==> src/rtl/busown_pkg.sv <==
package busown_pkg;

  typedef enum logic [1:0] {
    CPU_RESET     = 2'd0,
    CPU_RESET_ACQ = 2'd1,
    CPU_RUN       = 2'd2,
    CPU_RUN_ACQ   = 2'd3
  } cpu_state_e;

  typedef enum logic [1:0] {
    OP_RESET   = 2'd0,
    OP_REQUEST = 2'd1,
    OP_RELEASE = 2'd2,
    OP_RUN     = 2'd3
  } op_e;

  typedef enum logic [2:0] {
    PH_INIT,
    PH_IDLE,
    PH_ACK_LO,
    PH_HOLD_RST,
    PH_ACK_HI,
    PH_RUN_DLY,
    PH_PULSE
  } phase_e;

  // True when the host owns the bus in this state.
  function automatic logic holds_bus(cpu_state_e s);
    return (s == CPU_RESET_ACQ) || (s == CPU_RUN_ACQ);
  endfunction

  // True when the command has a defined transition from this state.
  function automatic logic op_has_effect(cpu_state_e s, op_e o);
    case (o)
      OP_RESET:   return 1'b1;
      OP_REQUEST: return !holds_bus(s);
      OP_RELEASE: return holds_bus(s);
      default:    return (s == CPU_RESET) || (s == CPU_RESET_ACQ);
    endcase
  endfunction

  // State reached when the bus has been granted.
  function automatic cpu_state_e with_bus(cpu_state_e s);
    return (s == CPU_RUN) ? CPU_RUN_ACQ : CPU_RESET_ACQ;
  endfunction

endpackage

==> src/rtl/busown_delay.sv <==
module busown_delay #(
  parameter int W = 8
) (
  input  logic         clk,
  input  logic         rst_n,
  input  logic         start,
  input  logic [W-1:0] len,
  output logic         done
);
  logic [W-1:0] cnt;
  logic         busy;

  always_ff @(posedge clk) begin
    if (!rst_n) begin
      cnt  <= '0;
      busy <= 1'b0;
    end else if (start) begin
      cnt  <= len - 1'b1;
      busy <= 1'b1;
    end else if (busy) begin
      if (cnt == '0) busy <= 1'b0;
      else           cnt  <= cnt - 1'b1;
    end
  end

  assign done = busy && (cnt == '0);
endmodule

==> src/rtl/busown_tick_timer.sv <==
module busown_tick_timer #(
  parameter int TICK_CYC      = 25_000_000,
  parameter int TIMEOUT_TICKS = 20
) (
  input  logic clk,
  input  logic rst_n,
  input  logic start,
  output logic expired
);
  localparam int PRE_W  = $clog2(TICK_CYC + 1);
  localparam int LEFT_W = $clog2(TIMEOUT_TICKS + 1);
  localparam logic [PRE_W-1:0]  PRE_LAST = PRE_W'(TICK_CYC - 1);
  localparam logic [LEFT_W-1:0] LEFT_INI = LEFT_W'(TIMEOUT_TICKS);

  logic [PRE_W-1:0]  pre;
  logic [LEFT_W-1:0] left;
  logic              run;
  logic              tick;

  assign tick = run && (pre == PRE_LAST);

  always_ff @(posedge clk) begin
    if (!rst_n) begin
      pre  <= '0;
      left <= '0;
      run  <= 1'b0;
    end else if (start) begin
      pre  <= '0;
      left <= LEFT_INI;
      run  <= 1'b1;
    end else if (run) begin
      if (tick) begin
        pre <= '0;
        if (left != '0) left <= left - 1'b1;
      end else begin
        pre <= pre + 1'b1;
      end
    end
  end

  assign expired = run && (left == '0);
endmodule

==> src/rtl/busown_seq.sv <==
module busown_seq
  import busown_pkg::*;
(
  input  logic       clk,
  input  logic       rst_n,
  input  logic       cmd_valid,
  input  logic [1:0] cmd_op,
  output logic       cmd_ready,
  input  logic       busack_n,
  input  logic       cpu_rst_sense,
  input  logic       dly_done,
  input  logic       tmo_expired,
  output logic       dly_start,
  output logic       dly_long,
  output logic       tmo_start,
  output logic       rst_level,
  output logic       rst_assert,
  output logic       rst_oe,
  output logic       busreq_n,
  output logic       bus_oe,
  output cpu_state_e state
);
  phase_e     ph;
  cpu_state_e final_st;
  op_e        op;
  logic       cmd_take;
  logic       op_live;

  assign op        = op_e'(cmd_op);
  assign cmd_ready = (ph == PH_IDLE);
  assign cmd_take  = cmd_valid && cmd_ready;
  assign op_live   = cmd_take && op_has_effect(state, op);

  assign dly_long  = (op == OP_RUN) && (state == CPU_RESET);
  assign dly_start = op_live && ((op == OP_RESET) || (op == OP_RUN) ||
                     ((op == OP_RELEASE) && (state == CPU_RESET_ACQ)));
  assign tmo_start = (op_live && ((op == OP_REQUEST) ||
                     ((op == OP_RELEASE) && (state == CPU_RUN_ACQ)))) ||
                     ((ph == PH_HOLD_RST) && dly_done);

  always_ff @(posedge clk) begin
    if (!rst_n) begin
      ph         <= PH_INIT;
      state      <= CPU_RESET;
      final_st   <= CPU_RESET;
      rst_level  <= 1'b0;
      rst_assert <= 1'b1;
      rst_oe     <= 1'b0;
      busreq_n   <= 1'b1;
      bus_oe     <= 1'b0;
    end else begin
      case (ph)
        PH_INIT: begin
          rst_level <= cpu_rst_sense;
          rst_oe    <= 1'b1;
          ph        <= PH_IDLE;
        end
        PH_IDLE: begin
          if (op_live) begin
            case (op)
              OP_RESET: begin
                bus_oe     <= 1'b0;
                rst_assert <= 1'b1;
                ph         <= PH_HOLD_RST;
              end
              OP_REQUEST: begin
                busreq_n <= 1'b0;
                if (state == CPU_RESET) rst_assert <= 1'b0;
                ph <= PH_ACK_LO;
              end
              OP_RELEASE: begin
                bus_oe <= 1'b0;
                if (state == CPU_RESET_ACQ) begin
                  rst_assert <= 1'b1;
                  ph         <= PH_HOLD_RST;
                end else begin
                  busreq_n <= 1'b1;
                  final_st <= CPU_RUN;
                  ph       <= PH_ACK_HI;
                end
              end
              default: begin
                if (state == CPU_RESET) begin
                  ph <= PH_RUN_DLY;
                end else begin
                  bus_oe     <= 1'b0;
                  rst_assert <= 1'b1;
                  ph         <= PH_PULSE;
                end
              end
            endcase
          end
        end
        PH_HOLD_RST: begin
          if (dly_done) begin
            busreq_n <= 1'b1;
            final_st <= CPU_RESET;
            ph       <= PH_ACK_HI;
          end
        end
        PH_ACK_HI: begin
          if (busack_n || tmo_expired) begin
            state <= final_st;
            ph    <= PH_IDLE;
          end
        end
        PH_ACK_LO: begin
          if (!busack_n) begin
            bus_oe <= 1'b1;
            state  <= with_bus(state);
            ph     <= PH_IDLE;
          end else if (tmo_expired) begin
            busreq_n <= 1'b1;
            if (state == CPU_RESET) rst_assert <= 1'b1;
            ph <= PH_IDLE;
          end
        end
        PH_RUN_DLY: begin
          if (dly_done) begin
            rst_assert <= 1'b0;
            state      <= CPU_RUN;
            ph         <= PH_IDLE;
          end
        end
        default: begin
          if (dly_done) begin
            rst_assert <= 1'b0;
            bus_oe     <= 1'b1;
            state      <= CPU_RUN_ACQ;
            ph         <= PH_IDLE;
          end
        end
      endcase
    end
  end
endmodule

==> src/rtl/busown_ctrl.sv <==
module busown_ctrl
  import busown_pkg::*;
#(
  parameter int TICK_CYC      = 25_000_000,
  parameter int TIMEOUT_TICKS = 20,
  parameter int PULSE_CYC     = 2_500,
  parameter int RUN_DLY_CYC   = 5_000_000
) (
  input  logic       clk,
  input  logic       rst_n,
  input  logic       cmd_valid,
  input  logic [1:0] cmd_op,
  output logic       cmd_ready,
  input  logic       busack_n,
  input  logic       cpu_rst_sense,
  output logic       cpu_rst_drive,
  output logic       cpu_rst_oe,
  output logic       busreq_n,
  output logic       bus_oe,
  output logic       bus_acquired,
  output logic [1:0] cpu_state
);
  localparam int MAX_DLY = (PULSE_CYC > RUN_DLY_CYC) ? PULSE_CYC : RUN_DLY_CYC;
  localparam int DLY_W   = $clog2(MAX_DLY + 1);
  localparam logic [DLY_W-1:0] PULSE_LEN = DLY_W'(PULSE_CYC);
  localparam logic [DLY_W-1:0] RUN_LEN   = DLY_W'(RUN_DLY_CYC);

  logic             dly_start, dly_long, dly_done;
  logic             tmo_start, tmo_expired;
  logic             rst_level, rst_assert;
  logic [DLY_W-1:0] dly_len;
  cpu_state_e       state;

  busown_seq seq_i (
    .clk           (clk),
    .rst_n         (rst_n),
    .cmd_valid     (cmd_valid),
    .cmd_op        (cmd_op),
    .cmd_ready     (cmd_ready),
    .busack_n      (busack_n),
    .cpu_rst_sense (cpu_rst_sense),
    .dly_done      (dly_done),
    .tmo_expired   (tmo_expired),
    .dly_start     (dly_start),
    .dly_long      (dly_long),
    .tmo_start     (tmo_start),
    .rst_level     (rst_level),
    .rst_assert    (rst_assert),
    .rst_oe        (cpu_rst_oe),
    .busreq_n      (busreq_n),
    .bus_oe        (bus_oe),
    .state         (state)
  );

  assign dly_len = dly_long ? RUN_LEN : PULSE_LEN;

  busown_delay #(.W(DLY_W)) dly_i (
    .clk   (clk),
    .rst_n (rst_n),
    .start (dly_start),
    .len   (dly_len),
    .done  (dly_done)
  );

  busown_tick_timer #(
    .TICK_CYC      (TICK_CYC),
    .TIMEOUT_TICKS (TIMEOUT_TICKS)
  ) tmo_i (
    .clk     (clk),
    .rst_n   (rst_n),
    .start   (tmo_start),
    .expired (tmo_expired)
  );

  assign cpu_rst_drive = rst_assert ? rst_level : ~rst_level;
  assign cpu_state     = state;
  assign bus_acquired  = holds_bus(state);
endmodule

==> config.mk <==
export PLATFORM = sky130hd
export DESIGN_NAME = busown_ctrl
export DESIGN_NICKNAME = d
export VERILOG_FILES = /design/src/rtl/busown_pkg.sv /design/src/rtl/busown_delay.sv /design/src/rtl/busown_tick_timer.sv /design/src/rtl/busown_seq.sv /design/src/rtl/busown_ctrl.sv
export SDC_FILE = /design/constraint.sdc
export NUM_CORES = 1
export LEC_CHECK = 0
export ABC_AREA = 1
export BUFFER_PORTS_ARGS = -buffer_cell sky130_fd_sc_hd__buf_2
export CELL_PAD_IN_SITES_DETAIL_PLACEMENT = 1
export CELL_PAD_IN_SITES_GLOBAL_PLACEMENT = 2
export CORE_ASPECT_RATIO = 1.25
export CORE_MARGIN = 2
export CORE_UTILIZATION = 30
export DETAILED_ROUTE_END_ITERATION = 16
export PLACE_DENSITY = 0.8
export SLEW_MARGIN = 20
export SYNTH_ARGS = -nofsm -noshare
export SYNTH_HDL_FRONTEND = slang
export SYNTH_HIERARCHICAL = 1
export SYNTH_SLANG_ARGS = --single-unit
==> constraint.sdc <==
create_clock -name clk -period 2.3 [get_ports clk]
set_clock_uncertainty 0.1 [all_clocks]
set_input_delay 0.23 -clock clk [delete_from_list [all_inputs] [get_ports clk]]
set_output_delay 0.23 -clock clk [all_outputs]
set_load 0.02 [all_outputs]
After elaboration in Yosys (flattened, before gate mapping):

Cells that the tools add are included.

* equal/unequal tests: 31
* bitwise logic cells: 5
* multiplexer cells: 57
* reductions and logical operators: 48
* $add $sub $neg: 4

Operators with widths (count)
* 2-to-1 mux 23 bit: 4
* subtractor 23 x 1 -> 23 bit (second input constant): 2
* adder 25 x 1 -> 25 bit (second input constant): 1
* == test 25 bit (second input constant): 1
* 2-to-1 mux 25 bit: 1
* logical NOT 23 bit: 1
* 2-to-1 mux 3 bit: 7
* 2-to-1 mux 1 bit: 20
* 2-to-1 mux 2 bit: 10
* 2-to-1 mux 5 bit: 4
* != test 3 bit (second input constant): 5
* one-hot mux 1 bit (3 select lines): 5
* one-hot mux 3 bit (5 select lines): 1
* AND reduction 5 bit: 3
* != test 2 x 1 -> 1 bit (second input constant): 6
* != test 2 bit (second input constant): 6
* logical AND 1 bit: 11
* nonzero test 2 bit: 5
* nonzero test 5 bit: 2
* one-hot mux 3 bit (3 select lines): 1
* AND reduction 9 bit: 1
* nonzero test 3 bit: 3
* == test 2 bit (second input constant): 4
* one-hot mux 2 bit (4 select lines): 1
* other kinds (22): 40

* input bits: 7
* bits in registers: 67
* logic and storage cells: 159
* output and inout port bits: 8

Longest topological paths before layout:

* depth in word-level cells: 9
* depth in mapped cells: 20
* gate-level depth less buffers: 18

Hierarchy:

The synthesis kept the hierarchy.

Modules (own cells, without submodules)
* busown_delay: cells each 422, instances 1, area an instance 2248.4 µm², seq. area each 480.5 µm²
* busown_tick_timer: cells each 268, instances 1, area an instance 1707.9 µm², seq. area each 620.6 µm²
* busown_seq: cells each 163, instances 1, area an instance 975.9 µm², seq. area each 220.2 µm²
* busown_ctrl: cells each 9, instances 1, area an instance 33.8 µm², seq. area each 0.0 µm²

Least setup slack after synthesis:

No wires, ideal clock.

* kind: reg2reg
* start: register seq_i.ph[0]
* end: register dly_i.cnt[14]
* arrival time: 2.282 ns
* buffers on the path: 2
* path slack: -0.191 ns
* library setup time: 0.109 ns
* cell stages (with the launch flop): 19
* period minus slack after synthesis: 2.491 ns
* required time: 2.091 ns
* cells stage by stage: dfxtp_1 inv_2 nor2_4 nand2_4 nor2_4 nand2_2 a21oi_1 buf_6 buf_6 o21ai_2 inv_1 ha_1 nand2_1 nor2_2 nand2_1 o21ai_0 nand3_1 nand2_1 inv_1

* cells in the longest elaborated chain, start to end: 6
* elaborated cells on any way between the ends: 8
* classes of those cells: eq/ne (2); mux (1); reduce/logical (5)

RTL lines
* start, declared: line busown_seq.sv:23 `phase_e ph;`
* start signal, assigned: line busown_seq.sv:43 `ph <= PH_INIT;`
* start signal, assigned: line busown_seq.sv:56 `ph <= PH_IDLE;`
* start signal, assigned: line busown_seq.sv:64 `ph <= PH_HOLD_RST;`
* == test 3 x 1 -> 1 bit (*): line busown_seq.sv:30 `assign cmd_ready = (ph == PH_IDLE);`
* logical AND 1 bit (*): line busown_seq.sv:31 `assign cmd_take = cmd_valid && cmd_ready;`
* logical AND 1 bit (*): line busown_seq.sv:32 `assign op_live = cmd_take && op_has_effect(state, op);`
* logical AND 1 bit (*): line busown_seq.sv:35 `assign dly_start = op_live && ((op == OP_RESET) || (op == OP_RUN) ||`
* via dly_start: line busown_ctrl.sv:28 `logic dly_start, dly_long, dly_done;`
* != test 2 x 1 -> 1 bit (no source line) / nonzero test 2 bit (equally long branches)
* AND reduction 2 bit (no source line)
* end signal, assigned: line busown_delay.sv:18 `cnt <= len - 1'b1;`
* end signal, assigned: line busown_delay.sv:22 `else cnt <= cnt - 1'b1;`
* end, declared: line busown_delay.sv:10 `logic [W-1:0] cnt;`

The timed path passes the listed nets; every way through them passes the cells marked *.
A chain may end at the register's enable or synchronous reset.

Worst setup path after layout:

* start: register seq_i.ph[0]
* end: register dly_i.cnt[20]

The elaborated chain is that of the path after synthesis.

==> out/results.ini <==
[status]
run_status = finished with violations
violations = negative setup slack

[layout]
final_util = 0.410
area_delta_synth_final_pct = 33.9
nets = 1004
mostFrequentLayoutCells = 246 x nand2_1, 133 x nor2_1, 107 x inv_1
final_common_cell = nand2_1
antennaDiodeCount = 0
drive_above_1_share = 0.248

[detailed_routing]
wl_per_cell_um = 14.0
antenna_left = 0
vias_per_cell = 4.63
wl_um = 17000
drtIter0Drc = 148
vias = 5608
route.detailed.drc = 0
drt_first_pass_iters = 4

[placement]
io_buffers = 14
hpwl_um = 12600
routabilityCongestion = 0.864

[cts]
cts_buffers = 9
cts_tree = built
clk_latency_ns = 0.34
cts_max_level = 3
clockBufferDepth = 2
cts_sinks = 66
cts-root-buf = clkbuf_16
ctsHoldBuffers = 0
path_clk_slew_ns = 0.06

[synthesis]
synth_top_family_by_area = simple AND/OR/NAND/NOR gates
synthSimpleGateAreaFrac = 0.508
avgSynthCellArea_um2 = 5.76
synth_mux_area_frac = 0
synth-seq-cells = 66
synth_xor_area_frac = 0.0159
yosys.area_share.adder = 0.0202
yosysUniqueCellTypes = 36
synth_compound_area_frac = 0.0705
yosysWarnings = 6
netlist_area_mm2 = 0.00497
syn_inst = 862
synth-seq-area-share = 0.266

[timing]
setup_viol = 10
slew_viol_final = 0
max_freq_ghz = 0.422
hold_viol_final = 0
worst_slack_ns = -0.0708
min_period_ns = 2.37
rsz0062_at_grt = yes
tns_ns = -0.361
post-route-period-util = 1.03

[global_routing]
grt_overflow = 0
first_global_vias = 5588
antenna_found_initial = 0
grt_pass1_wl_um = 27200
grt.total_usage = 0.193
grt_max_degree = 36

[critical_path]
worst-setup-path-type = flip-flop to flip-flop
r2r_slack_ns = -0.07
crit_fanout = 4
reg2reg_from = seq_i/ph[0]
crit_path_end_kind = flip-flop
worst_r2r_endpoint = dly_i/cnt[20]
crit_arrival_ns = 2.51
startpoint_type = flip-flop
reg2reg_depth = 18
required_ns = 2.44

[die]
pin_count = 15
die-area_mm2 = 0.0176
coreArea_mm2 = 0.0162
row_count = 52
dieWidth_um = 119
initial_core_util = 0.307
die-height_um = 148

[pwr]
powerDensity_mw_per_mm2 = 1060
ir_worst_vdd_v = 0.000483
power.leakage_nw = 3.29
clkPwrFrac = 0.184
internal_power_mw = 3.74
power.share.combinational = 0.617
p_sw_mw = 3.30
switching_share = 0.469
seqPwrFrac = 0.199

[flow_run]
max_cap_viol_count = 0

[worst_hold_path]
hp-start = cpu_rst_sense
hold_end = seq_i/rst_level
hold_path_class = input pin to flip-flop
hold-path-cell-count = 3

-- power groups by stage --
stage	logic [mW]	registers (mW)	clock network (mW)
floorplan	2.32	1.44	0
global placement	3.63	1.43	0
detailed placement	3.65	1.43	0
CTS	3.89	1.40	1.35
global route	4.80	1.42	1.38
finish	4.34	1.40	1.30
-- per-stage QoR --
stage / area [um2] / hold slack [ns] / instances / power, mW / setup slack [ns]
after floorplan: 5080 / 0.228 / 885 / 3.76 / 0.0180
after global placement: 5910 / 0.338 / 1174 / 5.06 / -0.234
after detailed placement: 5910 / 0.349 / 1174 / 5.08 / -0.289
after CTS: 6340 / 0.00833 / 1194 / 6.64 / -0.0391
after global routing: 6650 / 0.0596 / 1210 / 7.61 / -0.253
final: 6650 / 0.0119 / 1210 / 7.04 / -0.0708
-- cell families (layout without fill, tap and decap cells) --
group                    after synthesis  count (layout)
AO/OA/AOI/OAI                         64              64
XOR/XNOR                               9               9
adder cells (fa/ha/maj)                8               8
buffers and inverters                134             243
flip-flops                            66              66
other                                  2              25
AND/OR/NAND/NOR                      579             579
-- critical path, stage by stage, from the launching register on --
cell and delay (ns):
dfxtp_4 0.35, inv_4 0.04, nor2_4 0.11, nand2_4 0.07
nor2_4 0.09, nand2_2 0.08, a21oi_4 0.16, buf_4 0.14
clkbuf_16 0.13, o21ai_2 0.07, inv_2 0.07, ha_4 0.17
nand2_4 0.07, nor2_4 0.16, nand2_4 0.10, nor2_2 0.13
nand3_1 0.07, nand2_1 0.09, a21oi_2 0.05
-- synthesized netlist by cell type, drive strengths merged --
library cell	number	area (um2)
a211oi	1	7.51
a21boi	2	15.0
a21oi	23	126
buf	15	130
clkbuf	2	7.51
conb	2	7.51
dfxtp	66	1320
ha	8	100
inv	117	447
nand2	297	1190
nand3	70	363
nand3b	4	30.0
nand4	14	87.6
nor2	177	757
nor3	13	70.1
nor3b	1	7.51
nor4	2	12.5
o211a	1	10.0
o211ai	1	7.51
o21ai	36	184
or2	1	6.26
xnor2	1	8.76
xor2	8	70.1
-- per-layer routing --
layer,track usage,wire (um),up-vias
met1,0.226,7360,2619
li1,-,-,2917
met5,0,0,-
met4,0.0738,381,0
met3,0.0189,234,23
met2,0.359,8970,49
-- worst max-delay path by stage --
stage | cells past startpoint | startpoint | to | slack (ns)
after global placement | 18 | cmd_op[0] | dly_i/cnt[20] | -0.23
after floorplan | 18 | seq_i/ph[0] | dly_i/cnt[20] | 0.02
after CTS | 19 | seq_i/state[0] | dly_i/cnt[19] | -0.04
after global routing | 18 | seq_i/ph[0] | dly_i/cnt[18] | -0.25
final | 18 | seq_i/ph[0] | dly_i/cnt[20] | -0.07
after detailed placement | 18 | cmd_op[0] | dly_i/cnt[13] | -0.29
-- sequential cells by signal, summed over array words and instances (netlist names) --
signal            flops
tmo_i/left            5
seq_i/busreq_n        1
seq_i/rst_assert      1
dly_i/busy            1
seq_i/bus_oe          1
seq_i/final_st        1
tmo_i/pre            25
seq_i/rst_level       1
seq_i/rst_oe          1
seq_i/ph              3
seq_i/state           2
dly_i/cnt            23
tmo_i/run             1
-- final cells by class --
cell class / instances / area [um2]
fill: 2164 / 9550
multi-input combinational: 685 / 3410
sequential: 66 / 1330
timing repair buffer: 110 / 916
inverter: 117 / 458
tap: 216 / 270
clock buffer: 11 / 233
clock inverter: 5 / 31.3
-- what timing repair did --
| item | in CTS | in global routing |
|---|---|---|
| gates resized for setup | 27 | 54 |
| pin swaps | 5 | 9 |
| buffers inserted | 2 | 15 |
| hold endpoints to repair | 0 | 0 |
| setup endpoints to repair | 16 | 22 |
| cloned | 2 | 1 |
(Power assumes the default switching activity.)
